**config.mk**
```make
export PLATFORM = sky130hd
export DESIGN_NAME = pwr_fault_supervisor
export DESIGN_NICKNAME = d
export VERILOG_FILES = /design/src/rtl/psv_pkg.sv /design/src/rtl/psv_sync.sv /design/src/rtl/psv_pgood_filter.sv /design/src/rtl/psv_sequencer.sv /design/src/rtl/pwr_fault_supervisor.sv
export SDC_FILE = /design/constraint.sdc
export NUM_CORES = 1
export LEC_CHECK = 0
export ABC_CLOCK_PERIOD_IN_PS = 2300
export BUFFER_PORTS_ARGS = -buffer_cell sky130_fd_sc_hd__buf_2
export CAP_MARGIN = 10
export CORE_MARGIN = 2
export CORE_UTILIZATION = 30
export CTS_BUF_LIST = sky130_fd_sc_hd__clkbuf_4 sky130_fd_sc_hd__clkbuf_8
export CTS_CLUSTER_DIAMETER = 120
export CTS_CLUSTER_SIZE = 8
export DETAILED_ROUTE_END_ITERATION = 12
export RECOVER_POWER = 50
export SLEW_MARGIN = 20
export SYNTH_ARGS = -nofsm -noshare
export SYNTH_HDL_FRONTEND = slang
export SYNTH_SLANG_ARGS = --single-unit
```
**constraint.sdc**
```tcl
create_clock -name clk -period 2.3 [get_ports clk]
set_clock_uncertainty 0.2 [all_clocks]
set_input_delay 0.46 -clock clk [delete_from_list [all_inputs] [get_ports clk]]
set_output_delay 0.46 -clock clk [all_outputs]
set_load 0.02 [all_outputs]
```
**src/rtl/psv_pkg.sv**
```systemverilog
package psv_pkg;

    localparam int VID_W  = 6;
    localparam int STAT_W = 9;

    typedef enum logic [3:0] {
        ST_POR,
        ST_UVLO,
        ST_IDLE,
        ST_SSTART,
        ST_RUN,
        ST_BROWN,
        ST_VIDOFF,
        ST_OCL,
        ST_REFL,
        ST_OVL
    } psv_state_e;

    typedef struct packed {
        logic por;
        logic vhi;
        logic vlo;
        logic en;
        logic ovp;
        logic ocp;
        logic refuv;
        logic win;
        logic comp;
    } psv_status_t;

    // Shutdown code: upper five bits all ones, LSB ignored.
    function automatic logic vid_is_off(input logic [VID_W-1:0] code);
        return &code[VID_W-1:1];
    endfunction

endpackage

```
**src/rtl/psv_sync.sv**
```systemverilog
module psv_sync #(
    parameter int WIDTH  = 1,
    parameter int STAGES = 2
) (
    input  logic             clk,
    input  logic             rst_n,
    input  logic [WIDTH-1:0] d,
    output logic [WIDTH-1:0] q
);

    logic [WIDTH-1:0] stg [STAGES];

    for (genvar g = 0; g < STAGES; g++) begin : g_stage
        if (g == 0) begin : g_first
            always_ff @(posedge clk or negedge rst_n) begin
                if (!rst_n) stg[0] <= '0;
                else        stg[0] <= d;
            end
        end else begin : g_next
            always_ff @(posedge clk or negedge rst_n) begin
                if (!rst_n) stg[g] <= '0;
                else        stg[g] <= stg[g-1];
            end
        end
    end

    assign q = stg[STAGES-1];

endmodule

```
**src/rtl/psv_pgood_filter.sv**
```systemverilog
module psv_pgood_filter #(
    parameter int TICKS = 100000
) (
    input  logic clk,
    input  logic rst_n,
    input  logic win_ok,
    input  logic force_hi,
    input  logic force_lo,
    output logic pgood
);

    localparam int CW = $clog2(TICKS + 1);
    localparam logic [CW-1:0] LAST = CW'(TICKS - 1);

    logic [CW-1:0] bad_cnt;
    logic          pg_q;

    always_ff @(posedge clk or negedge rst_n) begin
        if (!rst_n) begin
            pg_q    <= 1'b0;
            bad_cnt <= '0;
        end else if (force_lo) begin
            pg_q    <= 1'b0;
            bad_cnt <= '0;
        end else if (force_hi || win_ok) begin
            pg_q    <= 1'b1;
            bad_cnt <= '0;
        end else if (pg_q) begin
            if (bad_cnt == LAST) begin
                pg_q    <= 1'b0;
                bad_cnt <= '0;
            end else begin
                bad_cnt <= bad_cnt + 1'b1;
            end
        end else begin
            bad_cnt <= '0;
        end
    end

    assign pgood = pg_q;


    cnt_bound_chk: assert property (@(posedge clk) disable iff (!rst_n)
        bad_cnt <= LAST);


    pg_fall_chk: assert property (@(posedge clk) disable iff (!rst_n)
        $fell(pg_q) |-> ($past(force_lo) || ($past(!win_ok) && $past(bad_cnt) == LAST)));


    pg_force_chk: assert property (@(posedge clk) disable iff (!rst_n)
        (force_hi && !force_lo) |=> pg_q);

endmodule

```
**src/rtl/psv_sequencer.sv**
```systemverilog
module psv_sequencer
    import psv_pkg::*;
(
    input  logic        clk,
    input  logic        rst_n,
    input  psv_status_t st,
    input  logic        vid_off,
    output psv_state_e  state,
    output logic        gate_en,
    output logic        drv_en,
    output logic        ss_dis
);

    psv_state_e cur, nxt;

    // State register
    always_ff @(posedge clk or negedge rst_n) begin
        if (!rst_n) cur <= ST_POR;
        else        cur <= nxt;
    end

    // Next-state decision, fault priority: POR > OVP > latched > OCP > REFUV
    always_comb begin
        nxt = cur;
        if (!st.por) begin
            nxt = ST_POR;
        end else if (cur == ST_POR) begin
            nxt = ST_UVLO;
        end else if (cur == ST_OVL) begin
            nxt = ST_OVL;
        end else if (st.ovp) begin
            nxt = ST_OVL;
        end else if (cur == ST_OCL || cur == ST_REFL) begin
            nxt = cur;
        end else if (st.ocp) begin
            nxt = ST_OCL;
        end else if (st.refuv) begin
            nxt = ST_REFL;
        end else begin
            unique case (cur)
                ST_UVLO, ST_BROWN: begin
                    if (st.vhi) nxt = ST_IDLE;
                end
                ST_IDLE: begin
                    if (!st.vlo)     nxt = ST_BROWN;
                    else if (vid_off) nxt = ST_VIDOFF;
                    else if (st.en)   nxt = ST_SSTART;
                end
                ST_SSTART, ST_RUN: begin
                    if (!st.vlo)                       nxt = ST_BROWN;
                    else if (vid_off)                  nxt = ST_VIDOFF;
                    else if (!st.en)                   nxt = ST_IDLE;
                    else if (cur == ST_SSTART && st.comp) nxt = ST_RUN;
                end
                ST_VIDOFF: begin
                    if (!st.vlo)      nxt = ST_BROWN;
                    else if (!vid_off) nxt = ST_IDLE;
                end
                default: nxt = cur;
            endcase
        end
    end

    // Output decode per state
    always_comb begin
        gate_en = 1'b0;
        drv_en  = 1'b0;
        ss_dis  = 1'b1;
        unique case (cur)
            ST_POR:    ;
            ST_UVLO:   drv_en = 1'b1;
            ST_IDLE:   ;
            ST_SSTART: begin
                drv_en = 1'b1;
                ss_dis = 1'b0;
            end
            ST_RUN: begin
                gate_en = 1'b1;
                drv_en  = 1'b1;
                ss_dis  = 1'b0;
            end
            ST_BROWN:  ;
            ST_VIDOFF: ;
            ST_OCL:    ;
            ST_REFL:   ;
            ST_OVL:    drv_en = 1'b1;
            default:   ;
        endcase
    end

    assign state = cur;


    gate_rel_chk: assert property (@(posedge clk) disable iff (!rst_n)
        $rose(gate_en) |-> $past(st.comp));


    gate_drv_chk: assert property (@(posedge clk) disable iff (!rst_n)
        gate_en |-> (drv_en && !ss_dis));


    ocl_hold_chk: assert property (@(posedge clk) disable iff (!rst_n)
        (cur == ST_OCL) |=> (cur == ST_OCL || cur == ST_OVL || cur == ST_POR));


    ovl_hold_chk: assert property (@(posedge clk) disable iff (!rst_n)
        (cur == ST_OVL) |=> (cur == ST_OVL || cur == ST_POR));


    vid_gate_chk: assert property (@(posedge clk) disable iff (!rst_n)
        vid_off |=> !gate_en);

endmodule

```
**src/rtl/pwr_fault_supervisor.sv**
```systemverilog
module pwr_fault_supervisor
    import psv_pkg::*;
#(
    parameter int CLK_HZ      = 100_000_000,
    parameter int SYNC_STAGES = 2
) (
    input  logic             clk,
    input  logic             rst_n,
    input  logic             por_ok_a,
    input  logic             vcc_hi_a,
    input  logic             vcc_lo_a,
    input  logic             enable_a,
    input  logic             ovp_a,
    input  logic             ocp_a,
    input  logic             ref_uv_a,
    input  logic             out_win_a,
    input  logic             comp_rdy_a,
    input  logic [VID_W-1:0] vid_a,
    output logic             gate_en,
    output logic             pgood,
    output logic             drv_en,
    output logic             ss_dis
);

    localparam int TICKS = (CLK_HZ / 1000 < 2) ? 2 : CLK_HZ / 1000;
    localparam int RAW_W = STAT_W + VID_W;

    logic [RAW_W-1:0] raw, synced;
    psv_status_t      st;
    logic [VID_W-1:0] vid_s;
    psv_state_e       state;

    assign raw = {por_ok_a, vcc_hi_a, vcc_lo_a, enable_a, ovp_a, ocp_a,
                  ref_uv_a, out_win_a, comp_rdy_a, vid_a};

    psv_sync #(.WIDTH(RAW_W), .STAGES(SYNC_STAGES)) u_sync (
        .clk   (clk),
        .rst_n (rst_n),
        .d     (raw),
        .q     (synced)
    );

    assign st    = psv_status_t'(synced[RAW_W-1:VID_W]);
    assign vid_s = synced[VID_W-1:0];

    psv_sequencer u_seq (
        .clk     (clk),
        .rst_n   (rst_n),
        .st      (st),
        .vid_off (vid_is_off(vid_s)),
        .state   (state),
        .gate_en (gate_en),
        .drv_en  (drv_en),
        .ss_dis  (ss_dis)
    );

    psv_pgood_filter #(.TICKS(TICKS)) u_pg (
        .clk      (clk),
        .rst_n    (rst_n),
        .win_ok   (st.win),
        .force_hi (state == ST_OVL),
        .force_lo (!st.por),
        .pgood    (pgood)
    );


    por_quiet_chk: assert property (@(posedge clk) disable iff (!rst_n)
        !st.por |=> (!gate_en && !drv_en && ss_dis && !pgood));

endmodule

```
==> results.yml <==
run_status:
  status: "finished, final reports clean"
synthesis:
  synth_cells: 188
  synth.avg_cell_area_um2: 11.4
  synth_warnings: 0
  synth_cell_types: 47
  synth_edf_count: 0
  ys_top_cells_by_count: "50 x dfrtp_1, 22 x nor2_1, 11 x nand2_1"
  synth_most_common_cell: "dfrtp_1"
  synth_top_family_by_area: "simple AND/OR/NAND/NOR gates"
  synth_compound_area_share_pct: 10.2
  syn-num-nets: 206
  synth_seq_cells: 50
  synth_xor_area_share_pct: 6.12
  yosys.area_share.simple_pct: 20.2
  ys.flop_type: "dfrtp_1"
  synth_top_cell_area_share_pct: 58.3
  syn_area_um2: 2150
  netlist.top_cell.by_area: "dfrtp_1"
  ys_async_sr_fraction_pct: 100
  synth_fa_ha_area_share_pct: 0.583
  netlist_top_cells_area: "dfrtp_1 58%, xor2_1 4.1%, nor2_1 3.8%"
  yosysSeqAreaShare_pct: 58.3
  muxShareOfSynthArea_pct: 2.33
cts:
  clkTransAtPathRegs_ps: 100
  insertion_delay_ps: 310
  clkSinkCount: 50
  cts_root_buf: "clkbuf_8"
  cts_tree: "yes"
  cts_max_level: 2
  clk_path_buf_depth: 2
  cts_buffers: 5
sta:
  setup_ws_ps: 42.8
  whs_ps: 51.0
  post-route-period-util_pct: 98.1
  slew_headroom_pct: 21.4
  setup_viol: 0
  hold_viol: 0
  tightest_slew_ps: 1180
  finalSetupTns_ps: 0
  fmaxAchievable_mhz: 443
  maxSlewViolCount: 0
  period_minus_slack_ps: 2260
placed_design:
  gp_congestion: 0.849
  hpwl_um: 2700
  place_ws_ps: 124
  io_buffers: 19
floorplanning:
  dieWidth_um: 88.6
  coreArea_um2: 6870
  initial_utilization_pct: 31.2
  ioPinCount: 21
  die_area_um2: 7850
  rows: 30
  die_h_um: 88.6
critical_path:
  r2r_slack_ps: 90
  worstPathArrival_ps: 1600
  r2r-start: "u_seq.state[1]"
  r2r_cells: 7
  start_kind: "flip-flop"
  r2r_end: "u_seq.state[1]"
  required_ps: 1640
  crit_type: "flip-flop to output pin"
  crit_fanout: 6
  critPathCaptureType: "output pin"
min_path:
  min_path_cells: 1
  hold_path.class: "input pin to flip-flop"
  holdCritStartpoint: "vid_a[4]"
  hold_end: "u_sync.stg[19]"
power:
  ir_drop_v: 0.000313
  leakage_nw: 1.10
  powerDensity_nw_per_um2: 647
route:
  avgRoutedWirePerCell_um: 11.8
  route.vias.total: 1460
  wl_met1_um: 1900
  vias_per_cell: 4.55
  dr_wl_met3_um: 142
  wl_um: 3800
  drtIter0Drc: 79
  drt_pass1_iterations: 4
  met2_length_um: 1690
  top_layer: "met4"
  detail-route-antenna-nets: 0
  drc: 0
layout:
  num-nets-final: 242
  drive_gt1_share_pct: 24.0
  antennaDiodeCount: 0
  nFillCells: 673
  syn_to_final_growth_pct: 20.5
  multi_input_area_um2: 867
  regArea_um2: 1250
global_routing:
  grt-ovfl-total: 0
  grt_pass1_wl_um: 6290
  first_global_vias: 1315
  antenna_found_initial: 0
  grt_usage_pct: 10.7
  grt_max_degree: 32
flow_run:
  cap_violations: 0
==> sequential cells by signal, indices dropped and copies added, names as in the netlist <==
register,count
u_sync.q,14
u_pg.bad_cnt,17
u_sync.stg,14
u_seq.state,4
u_pg.pgood,1
==> worst max-delay path by stage <==
stage,startpoint,endpoint,slack (ps),cells past startpoint
2_1_floorplan,u_seq.state[1],drv_en,20,3
3_3_place_gp,u_seq.state[1],u_seq.state[1],110,6
3_5_place_dp,u_seq.state[1],u_seq.state[1],120,5
4_1_cts,u_seq.state[1],ss_dis,7,5
5_1_grt,u_seq.state[0],ss_dis,-10,5
6_report,u_seq.state[1],ss_dis,40,5
==> timing repair <==
action | 4_1_cts | 5_1_grt
buffers inserted | 0 | 3
setup endpoints to repair | 1 | 4
resized for setup | 2 | 7
hold buffers | 1 | 0
hold endpoints to repair | 19 | 0
pin swaps | 0 | 3
==> metrics by stage <==
step / utilization [%] / total power (W) / instance area [um2] / instances
floorplan: - / 0.00106 / 2150 / 188
global placement: 35.4 / 0.00114 / 2430 / 309
detailed placement: 35.4 / 0.00114 / 2430 / 309
CTS: 37.0 / 0.00169 / 2540 / 318
global route: 37.6 / 0.00178 / 2580 / 321
finish: 37.6 / 0.00167 / 2580 / 321
==> layout make-up <==
| type | count | area share [%] |
|---|---|---|
| sequential | 50 | 48.5 |
| multi-input combinational | 127 | 33.5 |
| timing repair buffer | 34 | 8.71 |
| tap | 96 | 4.65 |
| clock buffer | 5 | 2.66 |
| clock inverter | 3 | 1.11 |
| inverter | 6 | 0.871 |
==> power by group <==
group	internal, W	switching [W]	total [W]
clock	0.000228	0.000306	0.000534
sequential	0.000913	0.0000239	0.000937
combinational	0.0000927	0.000108	0.000201
==> cell families (layout without fill, tap and decap cells) <==
kind of cell	after synthesis	after routing
buffers and inverters	11	48
and+or+nand+nor	79	79
DFF	50	50
muxes	4	4
adders and majority gates	1	1
AOI/OAI and AO/OA	28	28
xor gates and xnor gates	15	15
==> worst max-delay path: stages, from the launching register on <==
cell,delay (ps)
dfrtp_2,450
or3b_4,420
a21oi_2,160
buf_4,120
inv_2,30
buf_6,110
==> layer usage <==
metal | global-route usage, % | vias up
li1 | - | 732
met1 | 15.1 | 691
met2 | 15.2 | 30
met3 | 3.08 | 7
met4 | 4.55 | 0
met5 | 0 | -
==> placed cells by master, fill, tap and decap left out, types with 3 or more instances in the layout <==
master	Yosys	routed
nor2_1	22	22
buf_2	3	17
nor2b_1	4	4
a21boi_0	3	3
dfrtp_1	50	49
nor3_1	3	3
nand2b_1	5	5
nand4_1	6	6
clkbuf_8	0	5
a21oi_1	6	4
inv_1	6	5
xnor2_1	5	5
nand2_1	11	11
buf_4	1	12
xor2_1	10	10
nand3_1	7	7
(Power assumes the default switching activity.)
